## src/rtl/uart_rx_pkg.sv

```systemverilog
package uart_rx_pkg;
  typedef enum logic [2:0] {
    RX_HUNT   = 3'd0,
    RX_START  = 3'd1,
    RX_DATA   = 3'd2,
    RX_STOP   = 3'd3,
    RX_WAITHI = 3'd4
  } rx_state_e;
endpackage

```

## src/rtl/uart_rx_sync.sv

```systemverilog
module uart_rx_sync #(
  parameter int STAGES = 2
) (
  input  logic clk,
  input  logic rst_n,
  input  logic line_in,
  output logic line_s,
  output logic line_fall
);
  logic [STAGES-1:0] chain_q;
  logic              prev_q;

  genvar gi;
  generate
    for (gi = 0; gi < STAGES; gi++) begin : g_stage
      if (gi == 0) begin : g_first
        always_ff @(posedge clk or negedge rst_n)
          if (!rst_n) chain_q[0] <= 1'b1;
          else        chain_q[0] <= line_in;
      end else begin : g_next
        always_ff @(posedge clk or negedge rst_n)
          if (!rst_n) chain_q[gi] <= 1'b1;
          else        chain_q[gi] <= chain_q[gi-1];
      end
    end
  endgenerate

  always_ff @(posedge clk or negedge rst_n)
    if (!rst_n) prev_q <= 1'b1;
    else        prev_q <= chain_q[STAGES-1];

  assign line_s    = chain_q[STAGES-1];
  assign line_fall = prev_q & ~chain_q[STAGES-1];
endmodule

```

## src/rtl/uart_rx_frame.sv

```systemverilog
module uart_rx_frame
  import uart_rx_pkg::*;
#(
  parameter int DATA_BITS  = 8,
  parameter int OVERSAMPLE = 16
) (
  input  logic                 clk,
  input  logic                 rst_n,
  input  logic                 tick,
  input  logic                 line_s,
  input  logic                 line_fall,
  output logic                 push,
  output logic [DATA_BITS-1:0] push_data,
  output logic                 push_ferr
);
  localparam int CNT_W  = $clog2(OVERSAMPLE);
  localparam int IDX_W  = $clog2(DATA_BITS + 1);
  localparam logic [CNT_W-1:0] CNT_MID  = CNT_W'(OVERSAMPLE / 2 - 1);
  localparam logic [CNT_W-1:0] CNT_FULL = CNT_W'(OVERSAMPLE - 1);
  localparam logic [IDX_W-1:0] IDX_LAST = IDX_W'(DATA_BITS - 1);

  rx_state_e            state_q;
  logic [CNT_W-1:0]     cnt_q;
  logic [IDX_W-1:0]     idx_q;
  logic [DATA_BITS-1:0] shreg_q;

  always_ff @(posedge clk or negedge rst_n) begin
    if (!rst_n) begin
      state_q <= RX_HUNT;
      cnt_q   <= '0;
      idx_q   <= '0;
      shreg_q <= '0;
    end else begin
      case (state_q)
        RX_HUNT: begin
          cnt_q <= '0;
          if (line_fall) state_q <= RX_START;
        end
        RX_START: if (tick) begin
          if (cnt_q == CNT_MID) begin
            cnt_q   <= '0;
            idx_q   <= '0;
            state_q <= line_s ? RX_HUNT : RX_DATA;
          end else begin
            cnt_q <= cnt_q + 1'b1;
          end
        end
        RX_DATA: if (tick) begin
          if (cnt_q == CNT_FULL) begin
            cnt_q   <= '0;
            shreg_q <= {line_s, shreg_q[DATA_BITS-1:1]};
            if (idx_q == IDX_LAST) state_q <= RX_STOP;
            else                   idx_q   <= idx_q + 1'b1;
          end else begin
            cnt_q <= cnt_q + 1'b1;
          end
        end
        RX_STOP: if (tick) begin
          if (cnt_q == CNT_FULL) begin
            cnt_q   <= '0;
            state_q <= line_s ? RX_HUNT : RX_WAITHI;
          end else begin
            cnt_q <= cnt_q + 1'b1;
          end
        end
        RX_WAITHI: if (line_s) state_q <= RX_HUNT;
        default: state_q <= RX_HUNT;
      endcase
    end
  end

  assign push      = (state_q == RX_STOP) && tick && (cnt_q == CNT_FULL);
  assign push_data = shreg_q;
  assign push_ferr = ~line_s;
endmodule

```

## src/rtl/uart_rx_hold.sv

```systemverilog
module uart_rx_hold #(
  parameter int DATA_BITS = 8
) (
  input  logic                 clk,
  input  logic                 rst_n,
  input  logic                 push,
  input  logic [DATA_BITS-1:0] push_data,
  input  logic                 push_ferr,
  input  logic                 ready,
  input  logic                 status_rd,
  output logic                 valid,
  output logic [DATA_BITS-1:0] data,
  output logic                 ferr,
  output logic                 ovr
);
  logic blocked;
  assign blocked = valid & ~ready;

  always_ff @(posedge clk or negedge rst_n) begin
    if (!rst_n) begin
      valid <= 1'b0;
      data  <= '0;
      ferr  <= 1'b0;
      ovr   <= 1'b0;
    end else begin
      if (valid && ready) valid <= 1'b0;
      if (status_rd) ovr <= 1'b0;
      if (push) begin
        if (blocked) begin
          ovr <= 1'b1;
        end else begin
          valid <= 1'b1;
          data  <= push_data;
          ferr  <= push_ferr;
        end
      end
    end
  end
endmodule

```

## src/rtl/uart_rx_top.sv

```systemverilog
module uart_rx_top #(
  parameter int DATA_BITS   = 8,
  parameter int OVERSAMPLE  = 16,
  parameter int SYNC_STAGES = 2
) (
  input  logic                 clk,
  input  logic                 rst_n,
  input  logic                 sample_tick,
  input  logic                 rx_line,
  input  logic                 out_ready,
  input  logic                 status_rd,
  output logic                 out_valid,
  output logic [DATA_BITS-1:0] out_data,
  output logic                 out_ferr,
  output logic                 overrun
);
  logic                 line_s, line_fall;
  logic                 push, push_ferr;
  logic [DATA_BITS-1:0] push_data;

  uart_rx_sync #(.STAGES(SYNC_STAGES)) sync_i (
    .clk(clk), .rst_n(rst_n), .line_in(rx_line),
    .line_s(line_s), .line_fall(line_fall)
  );

  uart_rx_frame #(.DATA_BITS(DATA_BITS), .OVERSAMPLE(OVERSAMPLE)) frame_i (
    .clk(clk), .rst_n(rst_n), .tick(sample_tick),
    .line_s(line_s), .line_fall(line_fall),
    .push(push), .push_data(push_data), .push_ferr(push_ferr)
  );

  uart_rx_hold #(.DATA_BITS(DATA_BITS)) hold_i (
    .clk(clk), .rst_n(rst_n), .push(push), .push_data(push_data),
    .push_ferr(push_ferr), .ready(out_ready), .status_rd(status_rd),
    .valid(out_valid), .data(out_data), .ferr(out_ferr), .ovr(overrun)
  );
endmodule

```

## config.mk

```make
export PLATFORM = sky130hd
export DESIGN_NAME = uart_rx_top
export DESIGN_NICKNAME = d
export VERILOG_FILES = /design/src/rtl/uart_rx_pkg.sv /design/src/rtl/uart_rx_sync.sv /design/src/rtl/uart_rx_frame.sv /design/src/rtl/uart_rx_hold.sv /design/src/rtl/uart_rx_top.sv
export SDC_FILE = /design/constraint.sdc
export NUM_CORES = 1
export LEC_CHECK = 0
export BUFFER_PORTS_ARGS = -buffer_cell sky130_fd_sc_hd__buf_2
export CORE_MARGIN = 5
export CORE_UTILIZATION = 44
export DETAILED_ROUTE_END_ITERATION = 10
export SLEW_MARGIN = 20
export SYNTH_ARGS = -nofsm -noshare
export SYNTH_HDL_FRONTEND = slang
export SYNTH_SLANG_ARGS = --single-unit
```

## constraint.sdc

```tcl
create_clock -name clk -period 2.8 [get_ports clk]
set_input_delay 0.56 -clock clk [delete_from_list [all_inputs] [get_ports clk]]
set_output_delay 0.56 -clock clk [all_outputs]
set_load 0.005 [all_outputs]
```

==> results of run 1 <==
==> path summary, 6_finish.rpt <==
| check | slack, ns | to | start |
|---|---|---|---|
| max | 0.83 | frame_i.state_q[2] | frame_i.cnt_q[0] |
| min | 0.26 | frame_i.idx_q[3] | rst_n |
| max reg2reg | 0.83 | frame_i.state_q[2] | frame_i.cnt_q[0] |
| min reg2reg | 0.36 | sync_i.line_s | sync_i.chain_q[0] |
| max in group asynchronous | 2.06 | frame_i.push_data[7] | rst_n |
| min in group clk | 0.31 | sync_i.chain_q[0] | rx_line |
==> final cells by class <==
cell class                      instances  area, um2  share of cell area (%)
Timing Repair Buffer                   17       87.6                    5.29
Clock buffer                            5       37.5                    2.27
Multi-Input combinational cell         78        613                    37.1
Inverter                                3       11.3                   0.681
Sequential cell                        33        830                    50.2
Clock inverter                          3       17.5                    1.06
Tap cell                               46       57.6                    3.48
==> registers in the layout (all words and copies together) (netlist names), 3 cells and up <==
| signal | count |
|---|---|
| hold_i.data | 8 |
| frame_i.idx_q | 4 |
| frame_i.push_data | 8 |
| frame_i.state_q | 3 |
| frame_i.cnt_q | 4 |
==> critical path: stages, from the launching register on <==
cell     delay, ns
dfrtp_1       0.42
ha_1          0.26
and4_1        0.23
nor3_1        0.50
nor3_2        0.15
mux2_2        0.31
==> cells by family (layout without fill, tap and decap cells) <==
family          Yosys count  in the layout  share of synthesized area (%)
mux                      19             19                           14.2
fa+ha+maj                 2              2                           1.67
buf+inv                   8             28                           3.43
flops                    33             33                           55.5
simple gates             35             35                           14.0
compound gates           22             22                           11.1
==> power by group through the flow <==
| stage | logic (mW) | registers, mW | clock network (mW) |
|---|---|---|---|
| floorplan | 0.269 | 0.544 | 0 |
| global placement | 0.244 | 0.585 | 0 |
| detailed placement | 0.254 | 0.590 | 0 |
| CTS | 0.258 | 0.581 | 0.269 |
| global route | 0.290 | 0.591 | 0.287 |
| finish | 0.256 | 0.581 | 0.256 |
==> metal layers <==
| layer | vias to the layer above | global-route usage, % |
|---|---|---|
| li1 | 478 | - |
| met1 | 478 | 16.8 |
| met2 | 21 | 18.8 |
| met3 | 8 | 4.43 |
| met4 | 0 | 8.19 |
| met5 | - | 0 |
==> cells in the final DEF, fill, tap and decap left out, types with 5 or more instances in the layout <==
master / Yosys / layout
nand3_1: 5 / 5
clkbuf_4: 0 / 5
nand2_1: 9 / 9
dfrtp_1: 30 / 30
buf_2: 2 / 16
o21ai_0: 5 / 5
mux2_2: 18 / 18
==> metrics.md, run 1 <==
| Metric | Value |
|---|---|
| Fin nets | 146 |
| Seq/Total Area, Yosys | between 50% and 60% |
| Die Wd | between 60 and 70 um |
| Rel. slew slack | ~51% |
| DRT Wirelength | 2530 um |
| Pin count of the biggest net entering global routing | 34 |
| Top Ports | 17 |
| CP Launch Type | register |
| FMAX | about 510 MHz |
| Placed Instances | about 180 |
| Initial antenna violation count | 0 |
| FP Rows | 21 |
| Most instantiated cells after synthesis | 30 x dfrtp_1, 18 x mux2_2, 9 x nand2_1 |
| CTS max path bufs | 2 |
| R2R cell count | 5 |
| RSZ-0062 raised after global routing | no |
| GPL Wtd Cong | 0.854 |
| Core area | about 3300 um2 |
| Post-synth top area share | around half |
| PortBufs | 16 |
| H-tree depth | 2 |
| Post-CTS sizing | 0 |
| Vias in the first global route | ~940 |
| DR WL/cell | between 10 and 15 um |
| Yosys warnings | 0 |
| CTS tree | yes |
| Layout cells sized above 1 | 37.4% |
| Initial core utilization | between 40 and 50% |
| Combinational power share | about a quarter |
| Antenna Cells | 0 |
| Hold Slack | 0.264 ns |
| Die area | 4660 um2 |
| Gr ovfl total | 0 |
| First-pass GRT wire length | around 4400 um |
| Synth top area cells | dfrtp_1 50%, mux2_2 14%, dfstp_2 5.3%, nand2_1 2.3%, ha_1 1.7% |
| Vias | 985 |
| Cts hold-fix bufs | 0 |
| Post-synth top flop | dfrtp_1 |
| Post-route ant nets | 0 |
| Reg clk slew, reported paths | 0.10 ns |
| Most common cell in the netlist | dfrtp_1 |
| Max Cap Viol | 0 |
| Worst vdd ir | between 0.3 and 0.4 mV |
| Hold Crit Class | in2async |
| Final WS setup | slightly above 0.8 ns |
| Cell taking the most area after synthesis | dfrtp_1 |
| Via density | approximately 5.3 |
| Kind of end point of the critical path | register |
| Setup TNS | 0 ns |
| Flop pwr share | between 50% and 60% |
| Pre-CTS setup slack | roughly 0.84 ns |
| Switch Pwr | around 380 uW |
| Syn_nets | 127 |
| Met2 wire len | 1130 um |
| Final Critical Period | roughly 2.0 ns |
| Internal power | around 700 uW |
| DP Area | 1600 um2 |
| Yosys reg bits | 33 |
| GRT Util Overall | between 10% and 20% |
| Met1 Wirelength | approximately 1200 um |
| Top Layer Used | met4 |
| Post-CTS Setup Inserts | 0 |
| Power Total | roughly 1.1 mW |
| Number of library cell types mapped by synthesis | 40 |
| Wire length on met3 | 136 um |
| Fraction of registers with async set/reset | 100% |
| Final Max Tran Viols | 0 |
| Clk root buf | clkbuf_4 |
| Final hold vios | 0 |
| Final Util | 50.0% |
| HPWL Detailed | roughly 1800 um |
| CTS sink count | 33 |
| Final setup viols | 0 |
| CP max FO | 5 |
| Fin crit share | a little over two thirds |
| Leak | 0.810 nW |
| Pwr dens | 661 nW/um2 |
| Finished layout cell area | 1650 um2 |
| Synth Area per Inst | approximately 13 um2 |
| Switching part of the total | between 30% and 40% |
| Pre-Repair DR Iteration Count | 4 |
| Detailed router's first-iteration violation count | 65 |
| Clk_skew | 0.00679 ns |
| CP Data Arrival Time | between 2 and 2.5 ns |
| Layout fillers | 307 |
| Clock buffer count from CTS | 5 |
| Worst skew pair latency | between 0.3 and 0.4 ns |
| Post-route DRC | 0 |
| Critical path type | reg2reg |
| Syn-to-layout area delta | 10.7% |
| Number of synthesized flops with an enable pin | 0 |
| Cells after Synth | approximately 120 |
| Fin cells | around 190 |
| Status | completed |
| Synth Cell Area | ~1500 um2 |
| Worst Tran Pin Value | between 0.7 and 0.8 ns |
| Required time worst endpoint | between 3 and 4 ns |
| Die H | ~70 um |
| Clock power share | a little under a quarter |
No activity file was read; power rests on OpenSTA's default activity.
==> run 2, diff against run 1 <==
- clock period: 2.8 -> 2.1 ns (I/O delays scaled with it)
==> run 2 against run 1 <==
Compared with the run above: sequential share of layout area down 1.8 points; sequential power up 29%; cell count up 2.2%; first-iteration DRC count down 54%; clock skew up 0.00077 ns; critical path type unchanged; critical endpoint unchanged.
==> metrics.md, run 2 (same netlist as run 1, synthesis figures left out) <==
| Metric | Value |
|---|---|
| Status | completed |
| Power Total | 1.67 mW (+52%) |
| RSZ-0062 raised after global routing | no |
| Critical path type | reg2reg |
| Worst Tran Pin Value | 0.725 ns (+0.0136 ns) |
| Rel. slew slack | 50.4% (-0.93 points) |
| Top Ports | 17 (unchanged) |
| Leak | 0.845 nW (+4.3%) |
| Final Critical Period | 1.92 ns (-0.0525 ns) |
| CP Data Arrival Time | 2.14 ns (-0.06 ns) |
| Detailed router's first-iteration violation count | 30 (-54%) |
| First-pass GRT wire length | 4480 um (+2.2%) |
| Pre-CTS setup slack | 0.192 ns (-0.646 ns) |
| GPL Wtd Cong | 0.858 (+0.50%) |
| PortBufs | 16 (unchanged) |
| Post-CTS sizing | 0 (unchanged) |
| Worst vdd ir | 0.393 mV (+27%) |
| Gr ovfl total | 0 (unchanged) |
| Final Max Tran Viols | 0 (unchanged) |
| Commonest non-fill, non-tap cell in the layout | dfrtp_1 |
| CTS max path bufs | 2 (unchanged) |
| Cts hold-fix bufs | 0 (unchanged) |
| Syn-to-layout area delta | 14.7% |
| Worst skew pair latency | 0.33 ns (about the same) |
| CP max FO | 7 (+2) |
| Die H | 68.3 um (unchanged) |
| Layout cells sized above 1 | 38.5% (+1.1 points) |
| Post-CTS Setup Inserts | 0 (unchanged) |
| Worst path max stage delay | 0.67 ns (+0.17 ns) |
| Required time worst endpoint | 2.32 ns (-0.71 ns) |
| FP Rows | 21 (unchanged) |
| Clk root buf | clkbuf_4 |
| Core area | 3310 um2 (unchanged) |
| Vias | 1004 (+1.9%) |
| Initial core utilization | 45.1% (unchanged) |
| Crit path buffers/inverters | 0 (unchanged) |
| Final setup viols | 0 (unchanged) |
| Final hold vios | 0 (unchanged) |
| Hold Crit Class | in2async |
| CP top delay family | compound AO/OA/AOI/OAI gates |
| CTS sink count | 33 (unchanged) |
| FMAX | 521 MHz (+2.7%) |
| Post-route ant nets | 0 (unchanged) |
| Die area | 4660 um2 (unchanged) |
| DR WL/cell | 14.2 um (+3.6%) |
| Reg clk slew, reported paths | 0.10 ns (about the same) |
| Antenna Cells | 0 (unchanged) |
| Kind of end point of the critical path | register |
| Crit-path cells | nor3b_1 -> a2111oi_0 -> nor3_2 -> mux2_2 |
| Max Cap Viol | 0 (unchanged) |
| Pin count of the biggest net entering global routing | 34 (unchanged) |
| HPWL Detailed | 1900 um (+4.9%) |
| Commonest non-fill, non-tap cells in the layout | 30 x dfrtp_1, 18 x mux2_2, 16 x buf_2 |
| Pre-Repair DR Iteration Count | 5 (+1) |
| Critical-path top delay cell | a2111oi_0 |
| Final WS setup | 0.181 ns (-0.647 ns) |
| H-tree depth | 2 (unchanged) |
| Initial antenna violation count | 0 (unchanged) |
| Pwr dens | 972 nW/um2 (+47%) |
| Clk_skew | 0.00757 ns (+0.000774 ns) |
| Fin nets | 150 (+2.7%) |
| GRT Util Overall | 13.4% (+0.32 points) |
| Setup TNS | 0 ns (unchanged) |
| Clock buffer count from CTS | 5 (unchanged) |
| DRT Wirelength | 2680 um (+5.8%) |
| CTS tree | yes |
| Vias in the first global route | 984 (+5.0%) |
| Via density | 5.31 (-0.23%) |
| CP Launch Type | register |
| Die Wd | 68.3 um (unchanged) |
| Fin crit share | 91.4% (+21 points) |
| Post-route DRC | 0 (unchanged) |
## run 2: worst paths after layout
check | from | endpoint | slack (ns) | cells past startpoint
worst max-delay path | sync_i.line_s | frame_i.state_q[2] | 0.18 | 4
worst min register to register | sync_i.chain_q[0] | sync_i.line_s | 0.36 | 0
worst min-delay path | rst_n | frame_i.cnt_q[3] | 0.13 | 1
max in group asynchronous | rst_n | frame_i.push_data[3] | 1.50 | 1
min in group clk | rx_line | sync_i.chain_q[0] | 0.18 | 1
worst max register to register | sync_i.line_s | frame_i.state_q[2] | 0.18 | 4
## run 2: power by group
part           internal, mW  switching (mW)
sequential            0.686          0.0618
combinational         0.191           0.234
clock                 0.284           0.209
total                  1.16           0.505
## run 2: stage by stage
stage                     cell area (um2)  hold WS [ns]  cells  util, %
final                                1710         0.126    189     51.8
after global placement               1630         0.347    181     49.2
after CTS                            1710         0.148    189     51.8
after floorplan                      1490         0.124    119        -
after detailed placement             1630         0.352    181     49.2
after global routing                 1710         0.151    189     51.8
## run 2: final cells by class
class / instances / area [um2]
well taps: 46 / 57.6
clock inverters: 1 / 30.0
repair buffers: 21 / 118
inverters: 3 / 11.3
fillers: 315 / 1600
multi-input cells: 78 / 613
flip-flops and latches: 33 / 830
clock buffers: 7 / 55.1
## run 2: per-layer routing
layer  track usage [%]  routed length [um]
met1              16.6                1210
met2              20.3                1260
met3              5.75                 151
met4              5.96                  50
met5                 0                   0
==> run 3, diff against run 2 <==
- CTS_BUF_LIST: default -> sky130_fd_sc_hd__clkbuf_8
==> run 3 against run 2 <==
Compared with the run above: cell area is 1.8% higher; clock power rose by 21%; core utilization is 0.94 points higher; combinational power barely moved; clock skew shrank 0.0055 ns; sequential share of layout area shrank 0.87 points; die area unchanged; count of clock-buffer cells in the layout decreased by 1.
==> metrics.md, run 3 (same netlist as run 1, synthesis figures left out) <==
| Metric | Value |
|---|---|
| Initial core utilization | 45.1% (unchanged) |
| Required time worst endpoint | 2.26 ns (-0.06 ns) |
| Clock buffer count from CTS | 5 (unchanged) |
| Pre-Repair DR Iteration Count | 4 (-1) |
| CP Launch Type | register |
| Power Total | 1.77 mW (+6.3%) |
| DR WL/cell | 14.1 um (-0.26%) |
| Die area | 4660 um2 (unchanged) |
| Post-CTS Setup Inserts | 0 (unchanged) |
| Max Cap Viol | 0 (unchanged) |
| FP Rows | 21 (unchanged) |
| CTS tree | yes |
| Final setup viols | 0 (unchanged) |
| H-tree depth | 2 (unchanged) |
| Post-CTS sizing | 0 (unchanged) |
| Syn-to-layout area delta | 16.8% |
| Commonest non-fill, non-tap cells in the layout | 30 x dfrtp_1, 18 x mux2_2, 16 x buf_2 |
| Hold Crit Class | in2async |
| Fin nets | 150 (unchanged) |
| GRT Util Overall | 13.1% (-0.35 points) |
| Detailed router's first-iteration violation count | 33 (+10%) |
| Worst Tran Pin Value | 0.738 ns (+0.0132 ns) |
| Post-route DRC | 0 (unchanged) |
| Initial antenna violation count | 0 (unchanged) |
| Clk_skew | 0.00210 ns (-0.00547 ns) |
| Vias in the first global route | 960 (-2.4%) |
| Setup TNS | 0 ns (unchanged) |
| CTS sink count | 33 (unchanged) |
| Final hold vios | 0 (unchanged) |
| Flop pwr share | 42.3% (-2.6 points) |
| Layout cells sized above 1 | 38.5% (unchanged) |
| Reg clk slew, reported paths | 0.06 ns (-0.04 ns) |
| Clock power share | 33.8% (+4.2 points) |
| Cts hold-fix bufs | 0 (unchanged) |
| Pwr dens | 1010 nW/um2 (+4.4%) |
| Status | completed |
| CP top delay family | simple AND/OR/NAND/NOR gates |
| Die H | 68.3 um (unchanged) |
| Crit-path cells | or3b_1 -> nor3_4 -> mux2_2 |
| Clk root buf | clkbuf_8 |
| CP Data Arrival Time | 2.07 ns (-0.07 ns) |
| Internal power | 1.26 mW (+8.5%) |
| DP Area | 1630 um2 (unchanged) |
| Worst path max stage delay | 0.53 ns (-0.14 ns) |
| Antenna Cells | 0 (unchanged) |
| CTS max path bufs | 2 (unchanged) |
| CP max FO | 8 (+1) |
| Gr ovfl total | 0 (unchanged) |
| Die Wd | 68.3 um (unchanged) |
| Post-route ant nets | 0 (unchanged) |
| Worst vdd ir | 0.539 mV (+37%) |
| GPL Wtd Cong | 0.858 (unchanged) |
| Pin count of the biggest net entering global routing | 34 (unchanged) |
| DRT Wirelength | 2670 um (-0.26%) |
| Finished layout cell area | 1750 um2 (+1.8%) |
| Rel. slew slack | 49.5% (-0.90 points) |
| RSZ-0062 raised after global routing | no |
| Commonest non-fill, non-tap cell in the layout | dfrtp_1 |
| Critical-path top delay cell | or3b_1 |
| Switching part of the total | 28.9% (-1.4 points) |
| Fin crit share | 90.8% (-0.56 points) |
| Worst skew pair latency | 0.28 ns (-0.05 ns) |
| First-pass GRT wire length | 4370 um (-2.3%) |
| Final Max Tran Viols | 0 (unchanged) |
| Via density | 5.26 (-0.90%) |
| Kind of end point of the critical path | register |
| FMAX | 524 MHz (+0.61%) |
| PortBufs | 16 (unchanged) |
| Hold Slack | 0.195 ns (+0.0698 ns) |
| Critical path type | reg2reg |
| Combinational power share | 24.0% (-1.5 points) |
| Crit path buffers/inverters | 0 (unchanged) |
| Final Critical Period | 1.91 ns (-0.0117 ns) |
| HPWL Detailed | 1900 um (unchanged) |
| Vias | 995 (-0.90%) |
| Leak | 0.862 nW (+2.0%) |
| Core area | 3310 um2 (unchanged) |
| Top Ports | 17 (unchanged) |
| Layout fillers | 310 (-1.6%) |
| Switch Pwr | 511 uW (+1.3%) |
==> run 3: path summary, 6_finish.rpt <==
check | from | to | slack (ns) | cells after the start
min in group clk | rx_line | sync_i.chain_q[0] | 0.24 | 1
hold / removal | rst_n | frame_i.cnt_q[3] | 0.20 | 1
hold reg to reg | sync_i.chain_q[0] | sync_i.line_s | 0.36 | 0
max in group asynchronous | rst_n | frame_i.cnt_q[1] | 1.44 | 1
setup reg to reg | frame_i.state_q[0] | frame_i.push_data[3] | 0.19 | 3
setup / recovery | frame_i.state_q[0] | frame_i.push_data[3] | 0.19 | 3
==> run 3: power groups by stage <==
| stage | clock, mW | combinational (mW) | sequential (mW) |
|---|---|---|---|
| 2_1_floorplan | 0 | 0.358 | 0.725 |
| 3_3_place_gp | 0 | 0.420 | 0.756 |
| 3_5_place_dp | 0 | 0.425 | 0.760 |
| 4_1_cts | 0.620 | 0.425 | 0.747 |
| 5_1_grt | 0.635 | 0.472 | 0.757 |
| 6_report | 0.598 | 0.424 | 0.749 |
==> run 3: stage by stage <==
stage / utilization [%] / std cells / worst slack, ns
3_5_place_dp: 49.2 / 181 / 0.192
3_3_place_gp: 49.2 / 181 / 0.197
2_1_floorplan: - / 119 / 0.317
6_report: 52.7 / 189 / 0.192
4_1_cts: 52.7 / 189 / 0.173
5_1_grt: 52.7 / 189 / 0.0952
==> run 3: cell type report <==
class                      count  area [um2]  area share [%]
inverter                       3        11.3           0.645
timing repair buffer          21         118            6.74
clock inverter                 2        33.8            1.94
tap                           46        57.6            3.30
clock buffer                   6        82.6            4.73
multi-input combinational     78         613            35.1
sequential                    33         830            47.5
==> run 3: metal layers <==
metal | part of all wire (%) | wire length, um | GRT usage [%] | vias to the layer above
met1 | 46 | 1220 | 16.0 | 485
met4 | 2.1 | 57 | 6.70 | 0
li1 | - | - | - | 484
met5 | 0 | 0 | 0 | -
met3 | 5.0 | 134 | 4.76 | 4
met2 | 47 | 1260 | 20.1 | 22
==> run 3: worst reg2reg max path: stages (launching register included) <==
cell,delay (ns)
dfrtp_1,0.44
or3b_1,0.53
nor3_4,0.44
mux2_2,0.39
